`src/rtl/mmio_port_pkg.sv`:
```
package mmio_port_pkg;

  localparam int OFF_W = 2;

  localparam logic [OFF_W-1:0] OFF_PAD_IN = 2'd0;
  localparam logic [OFF_W-1:0] OFF_CTRL   = 2'd1;
  localparam logic [OFF_W-1:0] OFF_DIR    = 2'd2;
  localparam logic [OFF_W-1:0] OFF_DOUT   = 2'd3;

  typedef enum logic [1:0] {
    MODE_CPU      = 2'd0,
    MODE_LOGIC_DR = 2'd1,
    MODE_LOGIC_IN = 2'd2,
    MODE_ADDR     = 2'd3
  } pin_mode_e;

  // Priority: logic input reservation, then logic drive, then control bit.
  function automatic pin_mode_e pick_mode(input logic ctrl_bit,
                                          input logic drv_rsv,
                                          input logic in_rsv);
    if (in_rsv)        return MODE_LOGIC_IN;
    else if (drv_rsv)  return MODE_LOGIC_DR;
    else if (ctrl_bit) return MODE_ADDR;
    else               return MODE_CPU;
  endfunction

  function automatic logic write_hits(input logic sel, input logic wr,
                                      input logic [OFF_W-1:0] off,
                                      input logic [OFF_W-1:0] target);
    return sel && wr && (off == target);
  endfunction

endpackage

```
`src/rtl/mmio_port_sync.sv`:
```
module mmio_port_sync #(
  parameter int WIDTH = 8
) (
  input  logic             clk,
  input  logic             rst_n,
  input  logic [WIDTH-1:0] async_in,
  output logic [WIDTH-1:0] stage1,
  output logic [WIDTH-1:0] stage2
);

  always_ff @(posedge clk or negedge rst_n) begin
    if (!rst_n) begin
      stage1 <= '0;
      stage2 <= '0;
    end else begin
      stage1 <= async_in;
      stage2 <= stage1;
    end
  end

endmodule

```
`src/rtl/mmio_port_regs.sv`:
```
module mmio_port_regs
  import mmio_port_pkg::*;
#(
  parameter int WIDTH    = 8,
  parameter bit HAS_CTRL = 1'b1
) (
  input  logic             clk,
  input  logic             rst_n,
  input  logic             bus_sel,
  input  logic             bus_wr,
  input  logic [OFF_W-1:0] bus_addr,
  input  logic [WIDTH-1:0] bus_wdata,
  input  logic [WIDTH-1:0] din_sync,
  output logic [WIDTH-1:0] bus_rdata,
  output logic [WIDTH-1:0] ctrl_q,
  output logic [WIDTH-1:0] dir_q,
  output logic [WIDTH-1:0] dout_q,
  output logic             wr_fire
);

  logic hit_ctrl, hit_dir, hit_dout;

  assign wr_fire  = bus_sel && bus_wr;
  assign hit_ctrl = write_hits(bus_sel, bus_wr, bus_addr, OFF_CTRL);
  assign hit_dir  = write_hits(bus_sel, bus_wr, bus_addr, OFF_DIR);
  assign hit_dout = write_hits(bus_sel, bus_wr, bus_addr, OFF_DOUT);

  generate
    if (HAS_CTRL) begin : g_ctrl
      always_ff @(posedge clk or negedge rst_n) begin
        if (!rst_n)        ctrl_q <= '0;
        else if (hit_ctrl) ctrl_q <= bus_wdata;
      end
    end else begin : g_no_ctrl
      logic unused_hit;
      assign unused_hit = hit_ctrl;
      assign ctrl_q = '0;
    end
  endgenerate

  always_ff @(posedge clk or negedge rst_n) begin
    if (!rst_n) begin
      dir_q  <= '0;
      dout_q <= '0;
    end else begin
      if (hit_dir)  dir_q  <= bus_wdata;
      if (hit_dout) dout_q <= bus_wdata;
    end
  end

  always_comb begin
    case (bus_addr)
      OFF_PAD_IN: bus_rdata = din_sync;
      OFF_CTRL:   bus_rdata = ctrl_q;
      OFF_DIR:    bus_rdata = dir_q;
      default:    bus_rdata = dout_q;
    endcase
  end

endmodule

```
`src/rtl/mmio_port_pinmux.sv`:
```
module mmio_port_pinmux
  import mmio_port_pkg::*;
#(
  parameter int               WIDTH          = 8,
  parameter logic [WIDTH-1:0] LOGIC_DRV_MASK = 8'h30,
  parameter logic [WIDTH-1:0] LOGIC_IN_MASK  = 8'hC0
) (
  input  logic [WIDTH-1:0] ctrl_q,
  input  logic [WIDTH-1:0] dir_q,
  input  logic [WIDTH-1:0] dout_q,
  input  logic [WIDTH-1:0] addr_bits,
  input  logic [WIDTH-1:0] logic_out,
  input  logic [WIDTH-1:0] logic_oe,
  input  logic [WIDTH-1:0] din_sync,
  output logic [WIDTH-1:0] pad_out,
  output logic [WIDTH-1:0] pad_oe,
  output logic [WIDTH-1:0] logic_in,
  output logic [WIDTH-1:0] addr_mode_vec
);

  for (genvar i = 0; i < WIDTH; i++) begin : g_pin
    pin_mode_e mode;
    assign mode = pick_mode(ctrl_q[i], LOGIC_DRV_MASK[i], LOGIC_IN_MASK[i]);

    always_comb begin
      case (mode)
        MODE_CPU: begin
          pad_out[i] = dout_q[i];
          pad_oe[i]  = dir_q[i];
        end
        MODE_LOGIC_DR: begin
          pad_out[i] = logic_out[i];
          pad_oe[i]  = logic_oe[i];
        end
        MODE_ADDR: begin
          pad_out[i] = addr_bits[i];
          pad_oe[i]  = 1'b1;
        end
        default: begin
          pad_out[i] = 1'b0;
          pad_oe[i]  = 1'b0;
        end
      endcase
    end

    assign logic_in[i] = din_sync[i] &&
                         (mode == MODE_LOGIC_DR || mode == MODE_LOGIC_IN);
    assign addr_mode_vec[i] = (mode == MODE_ADDR);
  end

endmodule

```
`src/rtl/mmio_port.sv`:
```
module mmio_port
  import mmio_port_pkg::*;
#(
  parameter int               WIDTH          = 8,
  parameter bit               HAS_CTRL       = 1'b1,
  parameter logic [WIDTH-1:0] LOGIC_DRV_MASK = 8'h30,
  parameter logic [WIDTH-1:0] LOGIC_IN_MASK  = 8'hC0
) (
  input  logic             clk,
  input  logic             rst_n,
  input  logic             bus_sel,
  input  logic             bus_wr,
  input  logic [1:0]       bus_addr,
  input  logic [WIDTH-1:0] bus_wdata,
  output logic [WIDTH-1:0] bus_rdata,
  input  logic [WIDTH-1:0] addr_bits,
  input  logic [WIDTH-1:0] logic_out,
  input  logic [WIDTH-1:0] logic_oe,
  output logic [WIDTH-1:0] logic_in,
  input  logic [WIDTH-1:0] pad_in,
  output logic [WIDTH-1:0] pad_out,
  output logic [WIDTH-1:0] pad_oe
);

  // Internal events brought out by name for the bound checker.
  logic [WIDTH-1:0] din_stage1;
  logic [WIDTH-1:0] din_sync;
  logic [WIDTH-1:0] ctrl_q;
  logic [WIDTH-1:0] dir_q;
  logic [WIDTH-1:0] dout_q;
  logic [WIDTH-1:0] addr_mode_vec;
  logic             wr_fire;

  mmio_port_sync #(.WIDTH(WIDTH)) u_sync (
    .clk      (clk),
    .rst_n    (rst_n),
    .async_in (pad_in),
    .stage1   (din_stage1),
    .stage2   (din_sync)
  );

  mmio_port_regs #(.WIDTH(WIDTH), .HAS_CTRL(HAS_CTRL)) u_regs (
    .clk       (clk),
    .rst_n     (rst_n),
    .bus_sel   (bus_sel),
    .bus_wr    (bus_wr),
    .bus_addr  (bus_addr),
    .bus_wdata (bus_wdata),
    .din_sync  (din_sync),
    .bus_rdata (bus_rdata),
    .ctrl_q    (ctrl_q),
    .dir_q     (dir_q),
    .dout_q    (dout_q),
    .wr_fire   (wr_fire)
  );

  mmio_port_pinmux #(
    .WIDTH          (WIDTH),
    .LOGIC_DRV_MASK (LOGIC_DRV_MASK),
    .LOGIC_IN_MASK  (LOGIC_IN_MASK)
  ) u_mux (
    .ctrl_q        (ctrl_q),
    .dir_q         (dir_q),
    .dout_q        (dout_q),
    .addr_bits     (addr_bits),
    .logic_out     (logic_out),
    .logic_oe      (logic_oe),
    .din_sync      (din_sync),
    .pad_out       (pad_out),
    .pad_oe        (pad_oe),
    .logic_in      (logic_in),
    .addr_mode_vec (addr_mode_vec)
  );

endmodule

```
`config.mk`:
```
export PLATFORM = sky130hd
export DESIGN_NAME = mmio_port
export DESIGN_NICKNAME = d
export VERILOG_FILES = /design/src/rtl/mmio_port_pkg.sv /design/src/rtl/mmio_port_sync.sv /design/src/rtl/mmio_port_regs.sv /design/src/rtl/mmio_port_pinmux.sv /design/src/rtl/mmio_port.sv
export SDC_FILE = /design/constraint.sdc
export NUM_CORES = 1
export LEC_CHECK = 0
export CORE_ASPECT_RATIO = 0.9
export CORE_MARGIN = 2
export CORE_UTILIZATION = 35
export CTS_BUF_LIST = sky130_fd_sc_hd__clkbuf_4 sky130_fd_sc_hd__clkbuf_8
export DETAILED_ROUTE_END_ITERATION = 8
export GPL_TIMING_DRIVEN = 0
export PLACE_DENSITY = 0.69
export SYNTH_ARGS = -nofsm -noshare
export SYNTH_HDL_FRONTEND = slang
export SYNTH_SLANG_ARGS = --single-unit
```
`constraint.sdc`:
```
create_clock -name clk -period 1.54 [get_ports clk]
set_input_delay 0.308 -clock clk [delete_from_list [all_inputs] [get_ports clk]]
set_output_delay 0.308 -clock clk [all_outputs]
set_load 0.005 [all_outputs]
```
==> results of run 1 <==
[power groups by stage]
stage	clock network [mW]	registers, mW	logic (mW)
final	0.654	1.31	0.720
after global routing	0.732	1.33	0.771
after CTS	0.687	1.31	0.714
after detailed placement	0	1.33	0.679
after global placement	0	1.31	0.661
after floorplan	0	1.29	0.334
[stage by stage]
step                      setup TNS (ns)  instances
after detailed placement          -12.26        223
final                             -0.459        246
after global placement            -39.72        223
after floorplan                        0        109
after CTS                         -0.530        246
after global routing              -0.933        246
[cell families after synthesis]
kind of cell | share of synthesized area (%)
other | 0.216
buffers and inverters | 8.01
muxes | 28.6
and+or+nand+nor | 5.42
DFF | 57.8
[synth_stat cells (all sizes together)]
cell / n
or2: 4
mux2: 28
conb: 1
buf: 18
nand4b: 2
nand4: 1
mux4: 8
dfrtp: 40
[flip-flops by register name (all words and copies together) (netlist names)]
name / flops
u_regs.ctrl_q: 8
u_regs.dir_q: 8
u_regs.dout_q: 8
u_sync.stage1: 8
u_sync.stage2: 8
[metal layers]
layer  wire length (um)  part of all wire (%)
met1               1440                    39
met2               1940                    53
met3                227                   6.1
met4                 86                   2.3
met5                  0                     0
[critical path: stages (launching register included)]
cell,delay (ns)
dfrtp_1,0.41
mux4_2,0.48
buf_2,0.15
[final cells by class]
| class | instances | area (um^2) |
|---|---|---|
| multi-input cells | 51 | 637 |
| clock inverters | 1 | 5.00 |
| well taps | 65 | 81.3 |
| flip-flops and latches | 40 | 1000 |
| repair buffers | 65 | 558 |
| plain buffers | 18 | 150 |
| fillers | 413 | 2300 |
| clock buffers | 6 | 76.3 |
[repair_timing]
action	in CTS	in global routing
setup endpoints to repair	20	15
hold endpoints to repair	0	0
cloned	0	0
gates resized for setup	77	6
buffers inserted	16	0
[how the worst max path moves through the flow]
stage	to	depth (start not counted)	from
3_3_place_gp	bus_rdata[1]	4	bus_addr[1]
5_1_grt	bus_rdata[2]	2	u_regs.ctrl_q[2]$_DFFE_PN0P_
6_report	bus_rdata[2]	2	u_regs.ctrl_q[2]$_DFFE_PN0P_
3_5_place_dp	bus_rdata[2]	4	bus_addr[1]
2_1_floorplan	bus_rdata[1]	2	bus_addr[1]
4_1_cts	bus_rdata[2]	2	u_regs.ctrl_q[2]$_DFFE_PN0P_
==> impl_metrics.env, run 1 <==
export IMPL_wire_per_inst_um=15.0
export IMPL_final_area_um2=2510
export IMPL_start_util_pct=36.1
export IMPL_grt_use_met1_pct=17.0
export IMPL_numCtsBuffers=5
export IMPL_worstPathArrival_ns=1.32
export IMPL_setup_violations=10
export IMPL_diodes=0
export IMPL_grt_pass1_vias=1195
export IMPL_fmax_mhz=615
export IMPL_pre_cts_ws_ns=-0.836
export IMPL_drc=0
export IMPL_final_max_slew_violation_count=0
export IMPL_drt_iter0_markers=22
export IMPL_clkPwrFrac_pct=24.4
export IMPL_start_kind="flop"
export IMPL_cts_sinks=40
export IMPL_core_area_um2=4800
export IMPL_rsz0062_at_grt="true"
export IMPL_p_sw_share_pct=24.2
export IMPL_grtUsageMet3_pct=4.46
export IMPL_worstSetupPathType="reg2out"
export IMPL_min_period_ns=1.63
export IMPL_grt_busiest_layer="met2"
export IMPL_whs_ns=0.136
export IMPL_ys_types=9
export IMPL_r2r_end="u_regs.ctrl_q[0]$_DFFE_PN0P_"
export IMPL_antenna_found_initial=0
export IMPL_violations="setup timing"
export IMPL_gr_total_overflow=0
export IMPL_worst_slew_pin_slew_ns=0.877
export IMPL_utilization_pct=52.2
export IMPL_clock_latency_ns=0.28
export IMPL_postCtsHoldBufs=0
export IMPL_synth_top_area_share_pct=57.8
export IMPL_cp_required_ns=1.23
export IMPL_reg2regPathDepth=2
export IMPL_grt_max_degree=41
export IMPL_fp_dieW_um=78.2
export IMPL_cts_tree="yes"
export IMPL_yosysSeqAreaShare_pct=57.8
export IMPL_place_congestion=0.723
export IMPL_vias_per_cell=4.47
export IMPL_finClkSkew_ns=0.00541
export IMPL_die_y_um=70.8
export IMPL_finalHoldViolations=0
export IMPL_synth_area_top_cells="dfrtp_1 58%, mux2_2 18%, mux4_2 10%"
export IMPL_vias=1100
export IMPL_syn_area_um2=1730
export IMPL_total_power_mw=2.68
export IMPL_areaGrowthSynthToFinish_pct=44.8
export IMPL_cellPowerDensity_nw_per_um2=1070
export IMPL_power_switching_mw=0.650
export IMPL_path_clk_slew_ns=0.07
export IMPL_nets=227
export IMPL_ant_nets=0
export IMPL_dp_hpwl_um=2500
export IMPL_io_buffers=49
export IMPL_place_area_um2=2330
export IMPL_rows=24
export IMPL_boundaryPins=78
export IMPL_first_pass_iters=4
export IMPL_track_usage_pct=14.7
export IMPL_synth_avg_cell_area_um2=17.0
export IMPL_htree_levels=2
export IMPL_pwr_share_seq_pct=48.8
export IMPL_p_leak_nw=1.17
export IMPL_ys_warnings_count=0
export IMPL_drv_cap=0
export IMPL_syn_inst=102
export IMPL_peakVddDrop_v=0.000496
export IMPL_p_int_mw=2.03
export IMPL_final_cell_mix="40 x dfrtp_1, 28 x buf_4, 26 x clkdlybuf4s50_1, 24 x mux2_2, 12 x buf_2"
export IMPL_status="finished with violations"
export IMPL_clk_path_buf_depth=2
export IMPL_hp_class="in2async"
export IMPL_wirelength_um=3690
export IMPL_synth_seq_cells=40
export IMPL_layout_commonest_cell="dfrtp_1"
export IMPL_crit_fanout=4
export IMPL_endpoint_kind="output port"
export IMPL_grt_pass1_wl_um=6000
export IMPL_worst_r2r_setup_slack_ns=0.63
export IMPL_final_layout_size_suffix_gt1_share_pct=56.4
export IMPL_worst_r2r_startpoint="u_regs.ctrl_q[0]$_DFFE_PN0P_"
export IMPL_cts_root_buf="clkbuf_8"
export IMPL_setup_ws_ns=-0.0856
export IMPL_max_slew_margin_pct=41.5
export IMPL_power_frac_comb_pct=26.8
export IMPL_yosysTopAreaCell="dfrtp_1"
export IMPL_min_period_over_period_pct=106
export IMPL_fp_dieArea_um2=5530
export IMPL_grt_util_met2_pct=25.4
Note: power is estimated with default switching activity, not from simulation.
==> run 2, diff against run 1 <==
Settings changed: CORE_MARGIN 2 to not set.
==> run 2 against run 1 <==
Against the previous run:
- the run still ends with setup timing left
- sequential cell count unchanged
- final cell count down 0.41%
- sequential power about the same
- largest cell class unchanged
==> impl_metrics.env, run 2 (synthesis results as in run 1) <==
export IMPL_status="finished with violations"
export IMPL_violations="setup timing"
export IMPL_hp_class="in2async"
export IMPL_place_congestion=0.667
export IMPL_regArea_um2=1000
export IMPL_start_util_pct=37.6
export IMPL_cp_required_ns=1.23
export IMPL_vias_per_cell=4.47
export IMPL_final_layout_size_suffix_gt1_share_pct=57.4
export IMPL_cts_tree="yes"
export IMPL_min_period_over_period_pct=109
export IMPL_start_kind="flop"
export IMPL_reg2regPathDepth=3
export IMPL_setup_ws_ns=-0.134
export IMPL_cellPowerDensity_nw_per_um2=1130
export IMPL_wire_per_inst_um=14.3
export IMPL_io_buffers=49
export IMPL_rows=23
export IMPL_worstSetupPathType="reg2out"
export IMPL_rsz0062_at_grt="true"
export IMPL_fp_dieW_um=76.2
export IMPL_die_y_um=68.8
export IMPL_worst_r2r_startpoint="u_regs.dout_q[5]$_DFFE_PN0P_"
export IMPL_clk_path_buf_depth=2
export IMPL_final_cell_mix="40 x dfrtp_1, 28 x buf_4, 26 x clkdlybuf4s50_1, 24 x mux2_2, 11 x buf_2"
export IMPL_diodes=0
export IMPL_boundaryPins=78
export IMPL_track_usage_pct=15.0
export IMPL_min_period_ns=1.67
export IMPL_final_max_slew_violation_count=0
export IMPL_gr_total_overflow=0
export IMPL_crit_fanout=3
export IMPL_ant_nets=0
export IMPL_fp_dieArea_um2=5240
export IMPL_postCtsHoldBufs=0
export IMPL_grt_pass1_vias=1161
export IMPL_antenna_found_initial=0
export IMPL_nets=228
export IMPL_areaGrowthSynthToFinish_pct=45.8
export IMPL_clock_latency_ns=0.28
export IMPL_cts_sinks=40
export IMPL_r2r_end="u_regs.dout_q[5]$_DFFE_PN0P_"
export IMPL_wirelength_um=3500
export IMPL_whs_ns=0.133
export IMPL_path_clk_slew_ns=0.07
export IMPL_worstPathArrival_ns=1.37
export IMPL_grt_pass1_wl_um=5730
export IMPL_drv_cap=0
export IMPL_p_leak_nw=1.19
export IMPL_cts_root_buf="clkbuf_8"
export IMPL_vias=1095
export IMPL_fillers=388
export IMPL_layout_commonest_cell="dfrtp_1"
export IMPL_total_power_mw=2.86
export IMPL_worst_r2r_setup_slack_ns=0.53
export IMPL_worst_slew_pin_slew_ns=0.872
export IMPL_drt_iter0_markers=27
export IMPL_multiInputGateArea_um2=634
export IMPL_setup_violations=9
export IMPL_core_area_um2=4600
export IMPL_finalHoldViolations=0
export IMPL_endpoint_kind="output port"
export IMPL_first_pass_iters=4
export IMPL_grt_max_degree=41
export IMPL_numCtsBuffers=5
export IMPL_fmax_mhz=597
export IMPL_htree_levels=2
export IMPL_peakVddDrop_v=0.000734
export IMPL_max_slew_margin_pct=41.9
export IMPL_drc=0
export IMPL_finClkSkew_ns=0.000593
## run 2: per-layer routing
layer,vias up,wire [um],global-route usage [%]
met5,-,0,0
met1,534,1460,18.1
met4,0,45,6.49
met3,6,272,4.61
met2,51,1720,25.6
li1,504,-,-
## run 2: how the worst max path moves through the flow
stage	slack (ns)	endpoint	start
2_1_floorplan	0.23	bus_rdata[1]	bus_addr[1]
3_3_place_gp	-0.81	bus_rdata[6]	bus_addr[1]
3_5_place_dp	-0.82	bus_rdata[6]	bus_addr[1]
4_1_cts	-0.17	bus_rdata[6]	u_sync.stage2[6]$_DFF_PN0_
5_1_grt	-0.18	bus_rdata[0]	u_regs.ctrl_q[0]$_DFFE_PN0P_
6_report	-0.13	bus_rdata[0]	u_regs.ctrl_q[0]$_DFFE_PN0P_
## run 2: power breakdown
group / leakage (nW) / internal, mW / switching [mW]
combinational: 0.652 / 0.493 / 0.221
clock: 0.0586 / 0.498 / 0.343
sequential: 0.474 / 1.21 / 0.0971
## run 2: critical path: stages (launching register included)
cell and delay (ns):
dfrtp_1 0.40, buf_6 0.12, mux4_2 0.43, buf_2 0.14
## run 2: layout make-up
type,instances,share of cell area [%]
sequential,40,39.6
multi-input combinational,51,25.1
timing repair buffer,66,22.0
buffer,18,5.79
tap,62,3.07
clock buffer,6,3.02
clock inverter,2,1.39
## run 2: repair_timing
| item | CTS | global route |
|---|---|---|
| setup endpoints to repair | 20 | 15 |
| buffers inserted | 15 | 2 |
| gates resized for setup | 74 | 11 |
## run 2: metrics by stage
step / TNS (ns) / setup slack, ns / std cells / area [um^2] / utilization (%)
after floorplan: 0 / 0.229 / 109 / 1760 / -
after global placement: -40.18 / -0.814 / 220 / 2330 / 50.5
after detailed placement: -12.15 / -0.824 / 220 / 2320 / 50.4
after CTS: -0.699 / -0.166 / 243 / 2510 / 54.4
after global routing: -1.10 / -0.184 / 245 / 2530 / 54.9
final: -0.609 / -0.134 / 245 / 2530 / 54.9
==> run 3, diff against run 2 <==
Settings changed: HOLD_SLACK_MARGIN set to 0.1.
==> results of run 3 <==
Same layout as run 2: the final DEF is identical, and so are final timing and power.
